**src/rtl/irqm_pkg.sv**
```systemverilog
// Shared constants and bit-position helpers for the mirrored interrupt
// register block. Assumes exactly two channels; positions are fixed because
// software decodes them.
package irqm_pkg;
    localparam int NUM_CH = 2;
    localparam int AW     = 8;
    localparam int DW     = 8;

    localparam logic [AW-1:0] ADDR_LEG0 = 8'h50;
    localparam logic [AW-1:0] ADDR_EN   = 8'h51;
    localparam logic [AW-1:0] ADDR_LEG1 = 8'h57;
    localparam logic [AW-1:0] ADDR_MODE = 8'h71;

    // Legacy status byte address of a channel
    function automatic logic [AW-1:0] leg_addr(input int ch);
        return (ch == 0) ? ADDR_LEG0 : ADDR_LEG1;
    endfunction

    // Pending bit position inside the legacy byte
    function automatic int leg_bit(input int ch);
        return (ch == 0) ? 2 : 4;
    endfunction

    // Pending bit position inside the shared mode byte
    function automatic int mode_bit(input int ch);
        return 2 + ch;
    endfunction

    // Block (mask) bit position inside the shared mode byte
    function automatic int mask_bit(input int ch);
        return 4 + ch;
    endfunction

    // Channel-enable bit position inside the enable byte
    function automatic int en_bit(input int ch);
        return 2 + ch;
    endfunction
endpackage

```
**src/rtl/irqm_edge_track.sv**
```systemverilog
// Remembers the previous sample of one channel level and classifies the
// current sample as rising, falling or steady high. Assumes the level is
// already synchronous to clk.
module irqm_edge_track (
    input  logic clk,
    input  logic rst_n,
    input  logic lvl,
    output logic rise,
    output logic fall,
    output logic steady_hi
);
    logic lvl_prev;

    // Hold last sampled level; zero out of reset
    always_ff @(posedge clk) begin
        if (!rst_n) lvl_prev <= 1'b0;
        else        lvl_prev <= lvl;
    end

    // Classify the current sample against the previous one
    always_comb begin
        rise      = lvl & ~lvl_prev;
        fall      = ~lvl & lvl_prev;
        steady_hi = lvl & lvl_prev;
    end
endmodule

```
**src/rtl/irqm_chan_slice.sv**
```systemverilog
// One channel's pending flag, stored as a legacy copy and a mode-byte copy.
// A write-one-to-clear hit on either copy clears both (the other copy is
// recomputed from the written one). The level input then overrides: a rise
// sets, a fall clears, a steady high re-sets a flag not cleared this cycle.
module irqm_chan_slice
    import irqm_pkg::*;
#(
    parameter logic [AW-1:0] LEG_ADDR = ADDR_LEG0
) (
    input  logic          clk,
    input  logic          rst_n,
    input  logic          lvl,
    input  logic          wr_en,
    input  logic [AW-1:0] addr,
    input  logic          wd_leg_bit,
    input  logic          wd_mode_bit,
    output logic          leg_q,
    output logic          mode_q
);
    logic rise, fall, steady_hi;
    logic w1c_leg, w1c_mode;
    logic leg_a, mode_a, pend_b, pend_c;

    irqm_edge_track u_edge (
        .clk       (clk),
        .rst_n     (rst_n),
        .lvl       (lvl),
        .rise      (rise),
        .fall      (fall),
        .steady_hi (steady_hi)
    );

    // Decode clear hits on each copy
    always_comb begin
        w1c_leg  = wr_en && (addr == LEG_ADDR)  && wd_leg_bit;
        w1c_mode = wr_en && (addr == ADDR_MODE) && wd_mode_bit;
    end

    // Apply clears per copy, mirror, then let the level input decide
    always_comb begin
        leg_a  = w1c_leg  ? 1'b0 : leg_q;
        mode_a = w1c_mode ? 1'b0 : mode_q;
        pend_b = leg_a & mode_a;
        if (rise)                                  pend_c = 1'b1;
        else if (fall)                             pend_c = 1'b0;
        else if (steady_hi && !(w1c_leg || w1c_mode)) pend_c = 1'b1;
        else                                       pend_c = pend_b;
    end

    // Store both copies of the flag
    always_ff @(posedge clk) begin
        if (!rst_n) begin
            leg_q  <= 1'b0;
            mode_q <= 1'b0;
        end else begin
            leg_q  <= pend_c;
            mode_q <= pend_c;
        end
    end
endmodule

```
**src/rtl/irqm_mask_reg.sv**
```systemverilog
// Block bits for all channels, loaded only from the side port. Assumes the
// caller has already picked the block-bit positions out of the side byte.
module irqm_mask_reg
    import irqm_pkg::*;
(
    input  logic              clk,
    input  logic              rst_n,
    input  logic              wr_en,
    input  logic [NUM_CH-1:0] wbits,
    output logic [NUM_CH-1:0] mask_q
);
    // Load block bits on a side write; clear on reset
    always_ff @(posedge clk) begin
        if (!rst_n)     mask_q <= '0;
        else if (wr_en) mask_q <= wbits;
    end
endmodule

```
**src/rtl/irqm_read_mux.sv**
```systemverilog
// Combinational configuration readback. Unmapped addresses and unused bit
// positions return zero.
module irqm_read_mux
    import irqm_pkg::*;
#(
    parameter logic [DW-1:0] EN_VALUE = 8'h04
) (
    input  logic [AW-1:0]     addr,
    input  logic [NUM_CH-1:0] leg,
    input  logic [NUM_CH-1:0] mode,
    input  logic [NUM_CH-1:0] mask,
    output logic [DW-1:0]     rdata
);
    // Assemble the addressed byte from stored bits
    always_comb begin
        rdata = '0;
        if (addr == ADDR_EN) rdata = EN_VALUE;
        for (int ch = 0; ch < NUM_CH; ch++) begin
            if (addr == leg_addr(ch)) rdata[leg_bit(ch)] = leg[ch];
            if (addr == ADDR_MODE) begin
                rdata[mode_bit(ch)] = mode[ch];
                rdata[mask_bit(ch)] = mask[ch];
            end
        end
    end
endmodule

```
**src/rtl/irq_mirror_regs.sv**
```systemverilog
// Top of the mirrored interrupt status block: two channel slices, the
// block-bit register, the readback mux and the output gate. Assumes the
// channel levels and all strobes are synchronous to clk.
module irq_mirror_regs
    import irqm_pkg::*;
#(
    parameter bit SECONDARY_EN = 1'b0
) (
    input  logic              clk,
    input  logic              rst_n,
    input  logic [NUM_CH-1:0] chan_lvl,
    input  logic              cfg_wr_en,
    input  logic [AW-1:0]     cfg_addr,
    input  logic [DW-1:0]     cfg_wdata,
    output logic [DW-1:0]     cfg_rdata,
    input  logic              side_wr_en,
    input  logic [DW-1:0]     side_wdata,
    output logic              irq_out
);
    localparam logic [DW-1:0] EN_VALUE =
        (DW'(1) << en_bit(0)) | (SECONDARY_EN ? (DW'(1) << en_bit(1)) : DW'(0));

    logic [NUM_CH-1:0] leg_pend;
    logic [NUM_CH-1:0] mode_pend;
    logic [NUM_CH-1:0] mask_q;
    logic [NUM_CH-1:0] side_bits;
    logic              unused_data;

    generate
        for (genvar i = 0; i < NUM_CH; i++) begin : g_ch
            irqm_chan_slice #(
                .LEG_ADDR (leg_addr(i))
            ) u_slice (
                .clk         (clk),
                .rst_n       (rst_n),
                .lvl         (chan_lvl[i]),
                .wr_en       (cfg_wr_en),
                .addr        (cfg_addr),
                .wd_leg_bit  (cfg_wdata[leg_bit(i)]),
                .wd_mode_bit (cfg_wdata[mode_bit(i)]),
                .leg_q       (leg_pend[i]),
                .mode_q      (mode_pend[i])
            );
            assign side_bits[i] = side_wdata[mask_bit(i)];
        end
    endgenerate

    irqm_mask_reg u_mask (
        .clk    (clk),
        .rst_n  (rst_n),
        .wr_en  (side_wr_en),
        .wbits  (side_bits),
        .mask_q (mask_q)
    );

    irqm_read_mux #(
        .EN_VALUE (EN_VALUE)
    ) u_rd (
        .addr  (cfg_addr),
        .leg   (leg_pend),
        .mode  (mode_pend),
        .mask  (mask_q),
        .rdata (cfg_rdata)
    );

    // Gate pending flags with block bits into the single line
    always_comb begin
        irq_out = |(mode_pend & ~mask_q);
    end

    // Bits of the data bytes that no register takes
    assign unused_data = ^{cfg_wdata[7:5], cfg_wdata[1:0],
                           side_wdata[7:6], side_wdata[3:0]};
endmodule

```
**config.mk**
```make
export PLATFORM = sky130hd
export DESIGN_NAME = irq_mirror_regs
export DESIGN_NICKNAME = d
export VERILOG_FILES = /design/src/rtl/irqm_pkg.sv /design/src/rtl/irqm_edge_track.sv /design/src/rtl/irqm_chan_slice.sv /design/src/rtl/irqm_mask_reg.sv /design/src/rtl/irqm_read_mux.sv /design/src/rtl/irq_mirror_regs.sv
export SDC_FILE = /design/constraint.sdc
export NUM_CORES = 1
export LEC_CHECK = 0
export BUFFER_PORTS_ARGS = -buffer_cell sky130_fd_sc_hd__buf_2
export CELL_PAD_IN_SITES_DETAIL_PLACEMENT = 1
export CELL_PAD_IN_SITES_GLOBAL_PLACEMENT = 1
export CORE_MARGIN = 4
export CORE_UTILIZATION = 23
export DETAILED_ROUTE_END_ITERATION = 8
export GPL_TIMING_DRIVEN = 0
export PLACE_DENSITY = 0.8
export SYNTH_ARGS = -nofsm -noshare
export SYNTH_HDL_FRONTEND = slang
export SYNTH_SLANG_ARGS = --single-unit
```
**constraint.sdc**
```tcl
create_clock -name clk -period 2.7 [get_ports clk]
set_clock_uncertainty 0.2 [all_clocks]
set_input_delay 0.54 -clock clk [delete_from_list [all_inputs] [get_ports clk]]
set_output_delay 0.54 -clock clk [all_outputs]
set_load 0.05 [all_outputs]
```
==> reports/results.md <==
| Step | Metric | This run |
|---|---|---|
| outcome | Outcome | finished, final reports clean |
| worst setup path | Arrival time of data at the critical path endpoint | 1.61 ns |
| hold path | Origin of the worst min-delay path | g_ch[1].u_slice.u_edge.lvl_prev$_SDFF_PN0_ |
| clock tree | Maximum level of the CTS H-tree | 1 |
| worst setup path | R2R depth | 3 |
| place | Gp weighted congestion | 0.691 |
| worst setup path | Levels on crit path | 5 |
| finish | Number of nets at the end of the flow | 108 |
| synthesis | Yosys warns | 0 |
| hold path | Hold depth | 2 |
| floorplan | Die ar. | 0.00247 mm² |
| synthesis | Combined area of all synthesized cells | 400 µm² |
| drt | Detailed Routing Iterations Pass 1 | 3 |
| worst setup path | Kind of critical path | in2out |
| floorplan | Area inside the core boundary | 0.00158 mm² |
| synthesis | Register area share after synthesis | 0.300 |
| clock tree | Number of buffers inserted by post-CTS setup repair | 0 |
| floorplan | Die outline width | 49.7 µm |
| floorplan | Initial Util | 0.254 |
| worst setup path | Critical register-to-register path endpoint | g_ch[1].u_slice.leg_q$_SDFF_PN0_ |
| worst setup path | CP Capture Type | primary output |
| worst setup path | Data required time at the worst endpoint | 1.96 ns |
| finish | Antenna diode count | 0 |
| finish | Most common library cell in the layout ignoring fill and taps | sky130_fd_sc_hd__buf_2 |
| worst setup path | R2R Setup Slk | 1.64 ns |
| hold path | Worst hold endpoint | g_ch[1].u_slice.leg_q$_SDFF_PN0_ |
| floorplan | Die height | 49.7 µm |
| power | Cell leakage power | 0.311 nW |
| finish | Area growth syn-to-layout | 42.2% |
| clock tree | Maximum buffer depth of the clock tree | 2 |
| synthesis | Gate count after technology mapping | 47 |
| floorplan | # rows | 14 |
| drt | WL per Instance | 11.8 µm |
| drt | Via/cell ratio | 4.85 |
| global routing | Antenna violations before repair | 0 |
| timing | Aggregate negative setup slack | 0 ns |
| global routing | Number of global-route vias before repair | 428 |
| timing | Final hold violation count | 0 |
| clock tree | Clock-pin slew reported for the worst setup and hold paths after clock tree synthesis | 0.05 ns |
| worst setup path | Slowest cell on the critical path | sky130_fd_sc_hd__and4bb_2 |
| finish | Number of inserted filler cells in the final layout | 208 |
| drt | Number of DRC markers after the initial detailed-route iteration | 1 |
| finish | Fraction of layout instances using a drive strength above 1 | 0.434 |
| timing | Final Max Tran Viols | 0 |
| clock tree | Total of hold buffers inserted after clock tree synthesis | 0 |
| clock tree | Clk_lat worst skew | 0.24 ns |
| floorplan | Top Ports | 39 |
| hold path | Hold Crit Class | reg2reg |
| synthesis | FF+latch count, synth | 6 |
| worst setup path | Largest delay contributor family on the critical path | simple AND/OR/NAND/NOR gates |
| worst setup path | CP cell instances | buf_2 > and4bb_2 > and2_1 > and4_2 > buf_2 |
| synthesis | Count of different cell masters after synthesis | 25 |
| global routing | Wire length of the first global-routing pass | 1760 µm |
| timing | Post-layout minimum cycle time | 2.35 ns |
| clock tree | Root cell of the clock tree | sky130_fd_sc_hd__clkbuf_4 |
| drt | Remaining design rule violation count | 0 |
| drt | Number of vias after detailed routing | 446 |
| global routing | Global-route total usage across every layer | 0.0921 |
| place | Worst setup slack after placement | 0.349 ns |
| timing | Worst setup slack after layout | 0.353 ns |
| power | IR Drop Worst-Case VDD | 237 µV |
| worst setup path | RR Startpoint | g_ch[1].u_slice.u_edge.lvl_prev$_SDFF_PN0_ |
| global routing | Remaining Overflow, GRT | 0 |
| clock tree | CTS buffer count | 3 |
| worst setup path | Buffers and inverters on the worst path | 2 |
| flow run | Total of max-cap violations | 0 |
| place | IO Port Bufs | 23 |
| finish | Top library cells by usage in the layout, fill and taps aside | sky130_fd_sc_hd__buf_2, sky130_fd_sc_hd__dfxtp_1, sky130_fd_sc_hd__inv_1, sky130_fd_sc_hd__buf_4, sky130_fd_sc_hd__conb_1 |
| clock tree | TritonCTS clock tree | done |
| power | PwrDens | 434 mW/mm² |
| worst setup path | Worst path max stage delay | 0.34 ns |
| clock tree | Number of gates given a new drive strength after cts | 0 |
| place | HPWL reported at the end of detailed placement | 922 µm |
| worst setup path | Type of origin of the critical path | input port |
| synthesis | Synthesized area per cell | 8.52 µm² |
| timing | Peak Freq | 0.426 GHz |
| timing | Setup violators final | 0 |
| timing | Post-route clock period utilization | 0.869 |
| timing | Unrepaired setup endpoints after global routing | false |
| drt | Detailed Route WL | 1080 µm |
| worst setup path | Highest net fanout along the worst path | 5 |
| worst setup path | Cell seen most often among critical-path stages | sky130_fd_sc_hd__buf_2 |
| drt | Residual antenna-violating net count after detailed routing | 0 |
| global routing | Largest net degree at the start of global routing | 9 |
| clock tree | Sinks on Clock Net | 6 |
==> how the worst max path moves through the flow <==
stage                startpoint      endpoint
global route        cfg_addr[3]  cfg_rdata[5]
CTS                 cfg_addr[3]  cfg_rdata[5]
global placement    cfg_addr[3]  cfg_rdata[3]
finish              cfg_addr[3]  cfg_rdata[5]
floorplan           cfg_addr[3]  cfg_rdata[4]
detailed placement  cfg_addr[3]  cfg_rdata[5]
==> cell usage after synthesis <==
master | instances | area share
sky130_fd_sc_hd__o2111ai_1 | 1 | 0.022
sky130_fd_sc_hd__xnor2_1 | 1 | 0.022
sky130_fd_sc_hd__nor2_1 | 3 | 0.028
sky130_fd_sc_hd__o21ai_0 | 1 | 0.012
sky130_fd_sc_hd__and4bb_2 | 1 | 0.031
sky130_fd_sc_hd__nor2b_1 | 2 | 0.031
sky130_fd_sc_hd__and4_2 | 2 | 0.050
sky130_fd_sc_hd__nand3_1 | 1 | 0.012
sky130_fd_sc_hd__mux2i_1 | 2 | 0.050
sky130_fd_sc_hd__and3_1 | 2 | 0.031
sky130_fd_sc_hd__nand4_1 | 1 | 0.016
sky130_fd_sc_hd__and4b_1 | 1 | 0.025
sky130_fd_sc_hd__o22ai_1 | 1 | 0.016
sky130_fd_sc_hd__and4bb_1 | 1 | 0.031
sky130_fd_sc_hd__dfxtp_1 | 6 | 0.30
sky130_fd_sc_hd__a32o_1 | 1 | 0.025
sky130_fd_sc_hd__nand2_1 | 3 | 0.028
sky130_fd_sc_hd__and2_1 | 3 | 0.047
sky130_fd_sc_hd__conb_1 | 1 | 0.0094
sky130_fd_sc_hd__inv_1 | 4 | 0.037
sky130_fd_sc_hd__a21o_1 | 2 | 0.037
sky130_fd_sc_hd__a41oi_1 | 1 | 0.022
sky130_fd_sc_hd__a21boi_0 | 1 | 0.019
sky130_fd_sc_hd__buf_4 | 4 | 0.075
sky130_fd_sc_hd__nand4b_1 | 1 | 0.022
==> area by class of cell <==
class | instances | area, µm² | area share
Multi-Input combinational cell | 36 | 246 | 0.433
Timing Repair Buffer | 23 | 115 | 0.202
Buffer | 4 | 30.0 | 0.0527
Clock buffer | 3 | 22.5 | 0.0396
Inverter | 4 | 15.0 | 0.0264
Sequential cell | 6 | 120 | 0.211
Tap cell | 16 | 20.0 | 0.0352
==> flip-flops by register name, indices dropped and copies added, names as in the netlist <==
| signal | count |
|---|---|
| g_ch.u_slice.leg_q | 2 |
| g_ch.u_slice.u_edge.lvl_prev | 2 |
| u_mask.mask_q | 2 |
==> per-stage QoR <==
stage	hold WS [ns]	utilization	power, mW	cell area [µm²]	cells
6_report	0.292	0.361	0.247	569	92
4_1_cts	0.301	0.361	0.252	569	92
3_5_place_dp	0.291	0.347	0.167	547	89
5_1_grt	0.317	0.361	0.264	569	92
2_1_floorplan	0.266	-	0.143	412	50
3_3_place_gp	0.279	0.347	0.165	547	89
==> metal layers <==
layer | vias up | wire (µm) | GRT usage
met5 | - | 0 | 0
met4 | 0 | 34 | 0.0691
met3 | 5 | 119 | 0.0331
met2 | 23 | 448 | 0.145
met1 | 196 | 480 | 0.0998
li1 | 222 | - | -
==> power breakdown <==
group          internal [mW]  switching [mW]  leakage (nW)
sequential            0.0952         0.00457        0.0500
clock                 0.0503          0.0322        0.0138
combinational         0.0266          0.0385         0.247
==> cell families (layout without fill, tap and decap cells) <==
kind of cell	after synthesis	count (layout)	synth area share
AO/OA/AOI/OAI	8	8	0.153
XOR/XNOR	1	1	0.0219
buffers and inverters	8	34	0.112
flip-flops	6	6	0.300
multiplexers	2	2	0.0500
other	1	4	0.00937
AND/OR/NAND/NOR	21	21	0.353
==> worst min-delay path: cells and delay by family, from the launching register on <==
family          cells  cell delay, ns
flops               1            0.29
buf+inv             1            0.06
compound gates      1            0.11
Power figures use the tool's default switching activity.
